File: src/rtl/clk_sel_pkg.sv
package clk_sel_pkg;
    localparam int VCODE_W  = 4;
    localparam int LO_W     = 2;
    localparam int HI_W     = VCODE_W - LO_W;
    localparam int MCODE_W  = 3;
    localparam int N_VCODES = 1 << VCODE_W;
    localparam int N_VSRC   = N_VCODES - 1;
    localparam int N_MSRC   = 1 << MCODE_W;
    localparam int EXT_CODE = 2;

    typedef enum logic [1:0] {
        CAP_IDLE  = 2'd0,
        CAP_ARMED = 2'd1,
        CAP_HOLD  = 2'd2
    } cap_state_t;
endpackage

File: src/rtl/pin_sync.sv
module pin_sync #(
    parameter int          W       = 1,
    parameter logic [W-1:0] RST_VAL = '0
) (
    input  logic         clk,
    input  logic         rst_n,
    input  logic [W-1:0] d,
    output logic [W-1:0] q
);
    logic [W-1:0] meta;

    always_ff @(posedge clk) begin
        if (!rst_n) begin
            meta <= RST_VAL;
            q    <= RST_VAL;
        end else begin
            meta <= d;
            q    <= meta;
        end
    end
endmodule

File: src/rtl/vsel_capture.sv
module vsel_capture
    import clk_sel_pkg::*;
#(
    parameter int W = LO_W
) (
    input  logic         clk,
    input  logic         rst_n,
    input  logic         strobe_n_s,
    input  logic         awake_s,
    input  logic [W-1:0] data_s,
    output logic [W-1:0] code_lo,
    output cap_state_t   state
);
    cap_state_t   state_nx;
    logic         commit;
    logic [W-1:0] pend;

    always_ff @(posedge clk) begin
        if (!rst_n) state <= CAP_IDLE;
        else        state <= state_nx;
    end

    always_comb begin
        state_nx = state;
        commit   = 1'b0;
        unique case (state)
            CAP_IDLE: begin
                if (!strobe_n_s) state_nx = awake_s ? CAP_ARMED : CAP_HOLD;
            end
            CAP_ARMED: begin
                if (!awake_s) begin
                    state_nx = CAP_HOLD;
                end else if (strobe_n_s) begin
                    state_nx = CAP_IDLE;
                    commit   = 1'b1;
                end
            end
            CAP_HOLD: begin
                if (strobe_n_s && awake_s) state_nx = CAP_IDLE;
            end
            default: state_nx = CAP_IDLE;
        endcase
    end

    always_ff @(posedge clk) begin
        if (!rst_n) begin
            pend    <= '0;
            code_lo <= '0;
        end else begin
            if (!strobe_n_s && awake_s) pend <= data_s;
            if (commit)                 code_lo <= pend;
        end
    end
endmodule

File: src/rtl/clk_mux.sv
module clk_mux #(
    parameter int N     = 8,
    parameter int SEL_W = 3
) (
    input  logic [N-1:0]     src,
    input  logic [SEL_W-1:0] sel,
    output logic             y
);
    always_comb begin
        y = 1'b0;
        if (int'(sel) < N) y = src[sel];
    end
endmodule

File: src/rtl/out_stage.sv
module out_stage (
    input  logic awake,
    input  logic en,
    input  logic clk_in,
    output logic drv,
    output logic oe
);
    always_comb begin
        if (!awake) begin
            drv = 1'b1;
            oe  = 1'b1;
        end else begin
            drv = clk_in;
            oe  = en;
        end
    end
endmodule

File: src/rtl/dual_clk_sel.sv
module dual_clk_sel
    import clk_sel_pkg::*;
(
    input  logic               clk,
    input  logic               rst_n,
    input  logic [N_VSRC-1:0]  vsrc,
    input  logic [N_MSRC-1:0]  msrc,
    input  logic               ext_clk,
    input  logic [LO_W-1:0]    vsel_lo,
    input  logic [HI_W-1:0]    vsel_hi,
    input  logic               strobe_n,
    input  logic [MCODE_W-1:0] msel,
    input  logic               ven,
    input  logic               men,
    input  logic               pwr_n,
    output logic               vclk,
    output logic               vclk_oe,
    output logic               mclk,
    output logic               mclk_oe,
    output logic [VCODE_W-1:0] vcode,
    output logic [MCODE_W-1:0] mcode
);
    logic               strobe_n_s;
    logic               awake_s;
    logic [LO_W-1:0]    lo_s;
    logic [LO_W-1:0]    code_lo;
    cap_state_t         cap_state;
    logic [N_VCODES-1:0] vbank;
    logic               vmux;
    logic               mmux;

    pin_sync #(.W(1), .RST_VAL(1'b1)) u_sync_stb (
        .clk(clk), .rst_n(rst_n), .d(strobe_n), .q(strobe_n_s));
    pin_sync #(.W(1), .RST_VAL(1'b1)) u_sync_pwr (
        .clk(clk), .rst_n(rst_n), .d(pwr_n), .q(awake_s));
    pin_sync #(.W(LO_W), .RST_VAL('0)) u_sync_lo (
        .clk(clk), .rst_n(rst_n), .d(vsel_lo), .q(lo_s));

    vsel_capture #(.W(LO_W)) u_cap (
        .clk(clk), .rst_n(rst_n), .strobe_n_s(strobe_n_s), .awake_s(awake_s),
        .data_s(lo_s), .code_lo(code_lo), .state(cap_state));

    assign vcode = {vsel_hi, code_lo};
    assign mcode = msel;

    for (genvar c = 0; c < N_VCODES; c++) begin : g_vbank
        if (c == EXT_CODE) begin : g_ext
            assign vbank[c] = ext_clk;
        end else begin : g_int
            localparam int SI = (c < EXT_CODE) ? c : c - 1;
            assign vbank[c] = vsrc[SI];
        end
    end

    clk_mux #(.N(N_VCODES), .SEL_W(VCODE_W)) u_vmux (
        .src(vbank), .sel(vcode), .y(vmux));
    clk_mux #(.N(N_MSRC), .SEL_W(MCODE_W)) u_mmux (
        .src(msrc), .sel(msel), .y(mmux));

    out_stage u_vout (.awake(pwr_n), .en(ven), .clk_in(vmux), .drv(vclk), .oe(vclk_oe));
    out_stage u_mout (.awake(pwr_n), .en(men), .clk_in(mmux), .drv(mclk), .oe(mclk_oe));
endmodule

File: config.mk
export PLATFORM = sky130hd
export DESIGN_NAME = dual_clk_sel
export DESIGN_NICKNAME = d
export VERILOG_FILES = /design/src/rtl/clk_sel_pkg.sv /design/src/rtl/pin_sync.sv /design/src/rtl/vsel_capture.sv /design/src/rtl/clk_mux.sv /design/src/rtl/out_stage.sv /design/src/rtl/dual_clk_sel.sv
export SDC_FILE = /design/constraint.sdc
export NUM_CORES = 1
export LEC_CHECK = 0
export BUFFER_PORTS_ARGS = -buffer_cell sky130_fd_sc_hd__buf_2
export CORE_MARGIN = 1.5
export CORE_UTILIZATION = 40
export DETAILED_ROUTE_END_ITERATION = 10
export PLACE_DENSITY = 0.77
export REMOVE_ABC_BUFFERS = 1
export SLEW_MARGIN = 25
export SYNTH_ARGS = -nofsm -noshare
export SYNTH_HDL_FRONTEND = slang
export SYNTH_SLANG_ARGS = --single-unit
export TNS_END_PERCENT = 100
File: constraint.sdc
create_clock -name clk -period 3.6 [get_ports clk]
set_clock_uncertainty 0.05 [all_clocks]
set_input_delay 0.18 -clock clk [delete_from_list [all_inputs] [get_ports clk]]
set_output_delay 0.18 -clock clk [all_outputs]
set_load 0.005 [all_outputs]
# == Word-level counts from Yosys, hierarchy flattened ==
# Cells that the tools add are included.
# totals
reg_bits,14
wordCells,38
# op_classes
order_cmp,2
n_eq_ne,5
n_mux,17
reduce_logical,5
# op_table
operator,count
2-bit 2-to-1 mux,5
1-bit 2-to-1 mux,9
2-bit case mux with 3 select lines,1
4-bit by 5-bit < comparator with 1-bit output (second input constant),1
1-bit binary-select mux with 4-bit select,1
3-bit by 4-bit < comparator with 1-bit output (second input constant),1
1-bit binary-select mux with 3-bit select,1
3-bit inequality test (second input constant),1
3-bit AND reduction,1
2-bit by 1-bit == test with 1-bit output (second input constant),1
2-bit == test (second input constant),1
1-bit logical AND,2
2-bit logical NOT,1
2-bit by 1-bit inequality test with 1-bit output (second input constant),1
2-bit inequality test (second input constant),1
1-bit logical NOT,1

# == Longest topological paths before layout ==
# Gate-level depths: netlist of the first run.
# logic_depth
word_depth,3
ltp_mapped,4

# == Hierarchy ==
# A second synthesis of the first run with hierarchy kept.
# hier_totals
hier_cells,58
area_unflattened_um2,713.2
# by_module_without_submodules
mod,instances,cells_per_inst,area_each_um2,seq_area_each_um2
vsel_capture,1,23,241.5,120.1
clk_mux (u_vmux),1,7,135.1,0.0
pin_sync (u_sync_lo),1,8,105.1,80.1
pin_sync (u_sync_pwr ...),2,4,52.6,40.0
clk_mux (u_mmux),1,3,63.8,0.0
dual_clk_sel,1,5,37.5,0.0
out_stage,2,2,12.5,0.0

# == Worst setup path after synthesis of the first run ==
# Ideal clock, no wire load.
# synth_timing
kind,reg2out
from,reg u_cap.code_lo[0]
to,out vclk
t_arrival_ns,1.187
required_time_ns,3.370
path_slack_ns,2.183
path_stages_with_launch,5
path_buffers,1
cell_sequence,dfxtp_1 buf_6 mux4_1 nand3b_1 nand4_1
# synth_between
elab_chain_len,3
# synth_rtl
item,line,text
from (decl),vsel_capture.sv:11,"output logic [W-1:0] code_lo,"
from (signal assigned),vsel_capture.sv:51,if (commit) code_lo <= pend;
1-bit binary-select mux with 4-bit select,clk_mux.sv:11,if (int'(sel) < N) y = src[sel];
1-bit 2-to-1 mux (implied by the code),clk_mux.sv:11,
1-bit 2-to-1 mux,out_stage.sv:9,if (!awake) begin
to (decl),dual_clk_sel.sv:16,"output logic vclk,"
# No other way between the ends. The select of a mux whose other input is x is not followed.

# == Worst setup path in the final report of the first run ==
# Ends and elaborated chain as after synthesis.

==> impl_metrics.json, run 1 <==
{
  "status": "finished, final reports clean",
  "grt_max_degree": 15,
  "floorplan.rows": 15,
  "critPathArrivalTime_ns": 1.68,
  "drt_iter0_drc": 9,
  "place_hpwl_mm": 1.21,
  "worst_slew_pin_slew_ns": 0.272,
  "leakagePower_nw": 0.463,
  "finalNonFillerCells": 121,
  "cts-root-buf": "clkbuf_4",
  "ios": 48,
  "initial_core_util_pct": 42.0,
  "seq_area_frac_synth_pct": 39.5,
  "cts_max_level": 1,
  "num_vias": 608,
  "drv_slew": 0,
  "synth_area_um2": 709,
  "fmax_mhz": 525,
  "hold_viol_final": 0,
  "layout-drive-gt1-share_pct": 51.9,
  "crit_type": "flip-flop to primary output",
  "ir_drop_mv": 0.250,
  "drtPass1Iterations": 4,
  "worstPathMaxFanout": 6,
  "start_kind": "flip-flop",
  "crit_start": "u_cap.code_lo[0]",
  "setup_tns_ns": 0,
  "rsz0062_at_grt": "no",
  "dieArea_mm2": 0.00204,
  "cp-endpoint": "vclk",
  "wl_per_cell_um": 12.1,
  "finalSetupViolCount": 0,
  "drtAntennaViolNets": 0,
  "syn_inst": 60,
  "synth_warnings": 0,
  "routed_wl_mm": 1.47,
  "cts_buffers": 3,
  "ys_types": 22,
  "area_delta_synth_final_pct": 33.9,
  "synthTopCellsByArea": "dfxtp_1 40%, mux4_1 11%, mux4_2 9.5%",
  "fin_crit_ns": 1.91,
  "synth_top_area_share_pct": 39.5,
  "yosysTopAreaCell": "dfxtp_1",
  "grt-ovfl-total": 0,
  "worstSkewPairLatency_ns": 0.27,
  "grt_pass1_wl_mm": 2.13,
  "path_clk_slew_ns": 0.09,
  "dp.cells": 117,
  "postCtsSetupBuffers": 0,
  "timing.rr.start": "u_sync_pwr.q",
  "ys_ff_latch": 14,
  "nNetsFinal": 142,
  "die-width_um": 45.1,
  "grt_usage_pct": 14.9,
  "ff2ff_path_depth": 3,
  "antenna_found_initial": 0,
  "hold_path.class": "input port to flip-flop",
  "required_ns": 3.37,
  "num_antenna_cells": 0,
  "drc": 0,
  "maxCapViolCount": 0,
  "place.gp.congestion": 0.611,
  "cts.sinks": 14,
  "clk_path_buf_depth": 2,
  "powerDensity_mw_per_mm2": 338,
  "tritoncts": "yes",
  "holdBufCountCts": 0,
  "crit_path_end_kind": "primary output",
  "grt_pass1_vias": 546,
  "port_buffers": 47,
  "min_period_over_period_pct": 52.9,
  "r2r_setup_slack_ns": 2.52,
  "via_per_inst": 5.02,
  "r2r-end": "u_cap.pend[0]",
  "cts_resized": 0,
  "coreArea_mm2": 0.00169,
  "maxSlewHeadroom_pct": 81.9,
  "avgSynthCellArea_um2": 11.8,
  "die_y_um": 45.1
}
-- worst min-delay path by stage --
stage / from / end / slack (ns) / cells after the start
final: strobe_n / u_sync_stb.meta / 0.03 / 2
after global routing: strobe_n / u_sync_stb.meta / 0.02 / 2
after CTS: strobe_n / u_sync_stb.meta / 0.02 / 2
after detailed placement: strobe_n / u_sync_stb.meta / 0.32 / 2
after global placement: strobe_n / u_sync_stb.meta / 0.31 / 2
after floorplan: rst_n / u_sync_pwr.meta / 0.20 / 1
-- layer usage --
layer  global-route usage (%)  vias up  share of wire [%]
met5                        0        -                  0
met4                     8.82        0                1.8
met3                     6.00        4                7.3
met2                     26.6       28                 52
met1                     14.1      271                 38
li1                         -      305                  -
-- layout make-up --
cell class / instances / area, um2
clock buffers: 4 / 36.3
fillers: 147 / 739
inverters: 1 / 3.75
multi-input cells: 38 / 373
flip-flops and latches: 14 / 280
well taps: 17 / 21.3
repair buffers: 47 / 235
-- cells in the mapped netlist (all sizes together) --
library cell	number
dfxtp	14
a21oi	1
nand3b	2
nor4bb	1
nor2	1
nand2b	6
o211a	1
nand2	1
nand4	1
nor2b	5
a22oi	1
nand3	1
a21boi	1
buf	6
nand4b	1
clkbuf	1
mux2i	5
inv	1
and2	4
mux4	6
-- cell usage in the layout, fill, tap and decap left out, drive strengths merged, types with 2 or more instances in the layout --
cell type  netlist  final
and2             4      4
mux2i            5      5
clkbuf           1      4
dfxtp           14     14
nand3b           2      2
mux4             6      6
buf              6     47
nand2b           6      6
nor2b            5      5
-- state kept, by name (all words and copies together) (netlist names) --
| name | flops |
|---|---|
| u_cap.state | 2 |
| u_sync_stb.q | 1 |
| u_cap.pend | 2 |
| u_sync_stb.meta | 1 |
| u_cap.code_lo | 2 |
| u_sync_lo.q | 2 |
| u_sync_lo.meta | 2 |
| u_sync_pwr.q | 1 |
| u_sync_pwr.meta | 1 |
-- power breakdown --
group,internal [mW],leakage [nW],switching [mW]
Clock,0.0615,0.0210,0.0502
Sequential,0.159,0.115,0.00199
Combinational,0.0311,0.328,0.0170
-- cells by family after synthesis --
kind of cell	Yosys count	synth area share, %
buffers and inverters	8	7.94
DFF	14	39.5
and+or+nand+nor	23	20.6
muxes	11	27.7
AOI/OAI and AO/OA	4	4.23
-- stage by stage --
stage | util [%] | total power [mW] | setup WS [ns] | area, um2 | hold slack (ns)
floorplan | - | 0.183 | 2.17 | 657 | 0.203
global placement | 54.1 | 0.211 | 2.05 | 913 | 0.308
detailed placement | 54.1 | 0.214 | 1.99 | 913 | 0.318
CTS | 56.2 | 0.325 | 1.67 | 950 | 0.0226
global route | 56.2 | 0.338 | 1.59 | 950 | 0.0250
finish | 56.2 | 0.321 | 1.69 | 950 | 0.0308
-- worst max-delay path, cell delays in order (launching register included) --
cell      delay [ns]
dfxtp_1         0.48
mux4_1          0.59
nand3b_1        0.11
nand4_1         0.08
buf_2           0.13
No activity file was read; power rests on OpenSTA's default activity.
==> run 2, diff against run 1 <==
==> constraint.sdc (replaced) <==
create_clock -name clk -period 1.8 [get_ports clk]
set_clock_uncertainty 0.05 [all_clocks]
set_input_delay 0.09 -clock clk [delete_from_list [all_inputs] [get_ports clk]]
set_output_delay 0.09 -clock clk [all_outputs]
set_load 0.005 [all_outputs]
==> run 2 against run 1 <==
- worst setup slack lost 1.6 ns
- cell count increased by 2.5%
- global-route usage fell by 1.0 points
- first-iteration DRC count grew 67%
- non-clock buffer count is 3 higher
==> impl_metrics.json, run 2 (synthesis results as in run 1) <==
{
  "nNetsFinal": 145,
  "path_buf_inv": 1,
  "num_antenna_cells": 0,
  "maxCapViolCount": 0,
  "wl_met2_um": 720,
  "most-common-layout-cells": "47 x buf_2, 13 x dfxtp_1, 6 x nand2b_1",
  "rsz0062_at_grt": "no",
  "grt-ovfl-total": 0,
  "max_stage_delay_ns": 0.56,
  "drc": 0,
  "worstSkewPairLatency_ns": 0.27,
  "hold_viol_final": 0,
  "tritoncts": "yes",
  "crit_path_end_kind": "primary output",
  "cts_buffers": 3,
  "fin_crit_ns": 1.70,
  "status": "finished, final reports clean",
  "via_per_inst": 4.98,
  "met1_length_um": 556,
  "highest_layer": "met4",
  "grt_usage_pct": 13.9,
  "start_kind": "flip-flop",
  "powerDensity_mw_per_mm2": 646,
  "dr_wl_met3_um": 120,
  "layout_commonest_cell": "buf_2",
  "postCtsSetupBuffers": 0,
  "post-route-util_pct": 58.2,
  "leakagePower_nw": 0.477,
  "fmax_mhz": 589,
  "power_mw": 0.635,
  "min_period_over_period_pct": 94.4,
  "area_delta_synth_final_pct": 38.6,
  "die-width_um": 45.1,
  "worstPathMaxFanout": 6,
  "cp_top_family": "multiplexers",
  "cts.sinks": 14,
  "ir_drop_mv": 0.534,
  "path_cells": "mux4_1, nand3b_1, nand4_1, buf_2",
  "hold_path.class": "input port to flip-flop",
  "die_y_um": 45.1,
  "drtPass1Iterations": 4,
  "timing.hold.ws_ns": 0.0290,
  "wl_per_cell_um": 11.4,
  "multiInputGateArea_um2": 373,
  "grt_pass1_vias": 565,
  "required_ns": 1.66,
  "antenna_found_initial": 0,
  "grt_max_degree": 15,
  "path_clk_slew_ns": 0.08,
  "seq_area_um2": 284,
  "dieArea_mm2": 0.00204,
  "crit_type": "flip-flop to primary output",
  "num_vias": 617,
  "setup_tns_ns": 0,
  "floorplan.rows": 15,
  "n_fill_cell": 147,
  "critPathArrivalTime_ns": 1.56,
  "crit_path_top_delay_cell": "mux4_1",
  "drt_iter0_drc": 15,
  "cts_max_level": 1,
  "maxSlewHeadroom_pct": 84.9,
  "port_buffers": 47,
  "grt_pass1_wl_mm": 2.04,
  "clk_path_buf_depth": 2,
  "layout-drive-gt1-share_pct": 51.4,
  "initial_core_util_pct": 42.0,
  "cts-root-buf": "clkbuf_4",
  "routed_wl_mm": 1.41,
  "ios": 48,
  "place_ws_ns": 0.271,
  "finalSetupViolCount": 0,
  "worst_slew_pin_slew_ns": 0.227,
  "setup_ws_ns": 0.101,
  "drtAntennaViolNets": 0,
  "place.gp.congestion": 0.611,
  "drv_slew": 0,
  "coreArea_mm2": 0.00169
}
[run 2: cell count changes in the layout (fill, tap and decap cells not counted), sizes merged]
| cell | previous run | this run |
|---|---|---|
| dlygate4sd3 | 0 | 3 |
[run 2: per-layer routing]
metal,up-vias,track usage (%)
li1,309,-
met1,280,13.5
met2,26,26.3
met3,2,2.80
met4,0,8.24
met5,-,0
[run 2: final timing paths]
path	startpoint	end	slack (ns)	depth (start not counted)
worst max-delay path	u_cap.code_lo[0]	vclk	0.10	4
worst min-delay path	pwr_n	u_sync_pwr.meta	0.03	2
worst max register to register	u_sync_pwr.q	u_cap.pend[1]	0.74	3
worst min register to register	u_sync_stb.meta	u_sync_stb.q	0.36	1
[run 2: per-stage QoR]
step	instance area (um2)	std cells
final	983	124
after global routing	983	124
after CTS	981	124
after detailed placement	913	117
after global placement	913	117
after floorplan	657	53
[run 2: repair_timing]
| action | CTS | global route |
|---|---|---|
| gates resized for setup | 1 | 1 |
| hold buffers | 3 | 0 |
| endpoints found under the setup margin | 1 | 1 |
| endpoints found under the hold margin | 3 | 0 |
[run 2: worst reg2reg max path, cell delays in order (launching register included)]
cell and delay, ns:
dfxtp_1 0.39, nor2b_1 0.25, mux2i_1 0.21, nor2b_1 0.05
[run 2: power by group]
part / leakage [nW] / total, mW / switching [mW] / internal [mW]
Clock: 0.0210 / 0.214 / 0.0908 / 0.123
Combinational: 0.340 / 0.100 / 0.0340 / 0.0664
Sequential: 0.116 / 0.322 / 0.00411 / 0.317
[run 2: layout make-up]
type / count / share of cell area, %
Multi-Input combinational cell: 38 / 37.9
Sequential cell: 14 / 28.9
Timing Repair Buffer: 50 / 27.0
Clock buffer: 4 / 3.69
Tap cell: 17 / 2.16
Inverter: 1 / 0.382
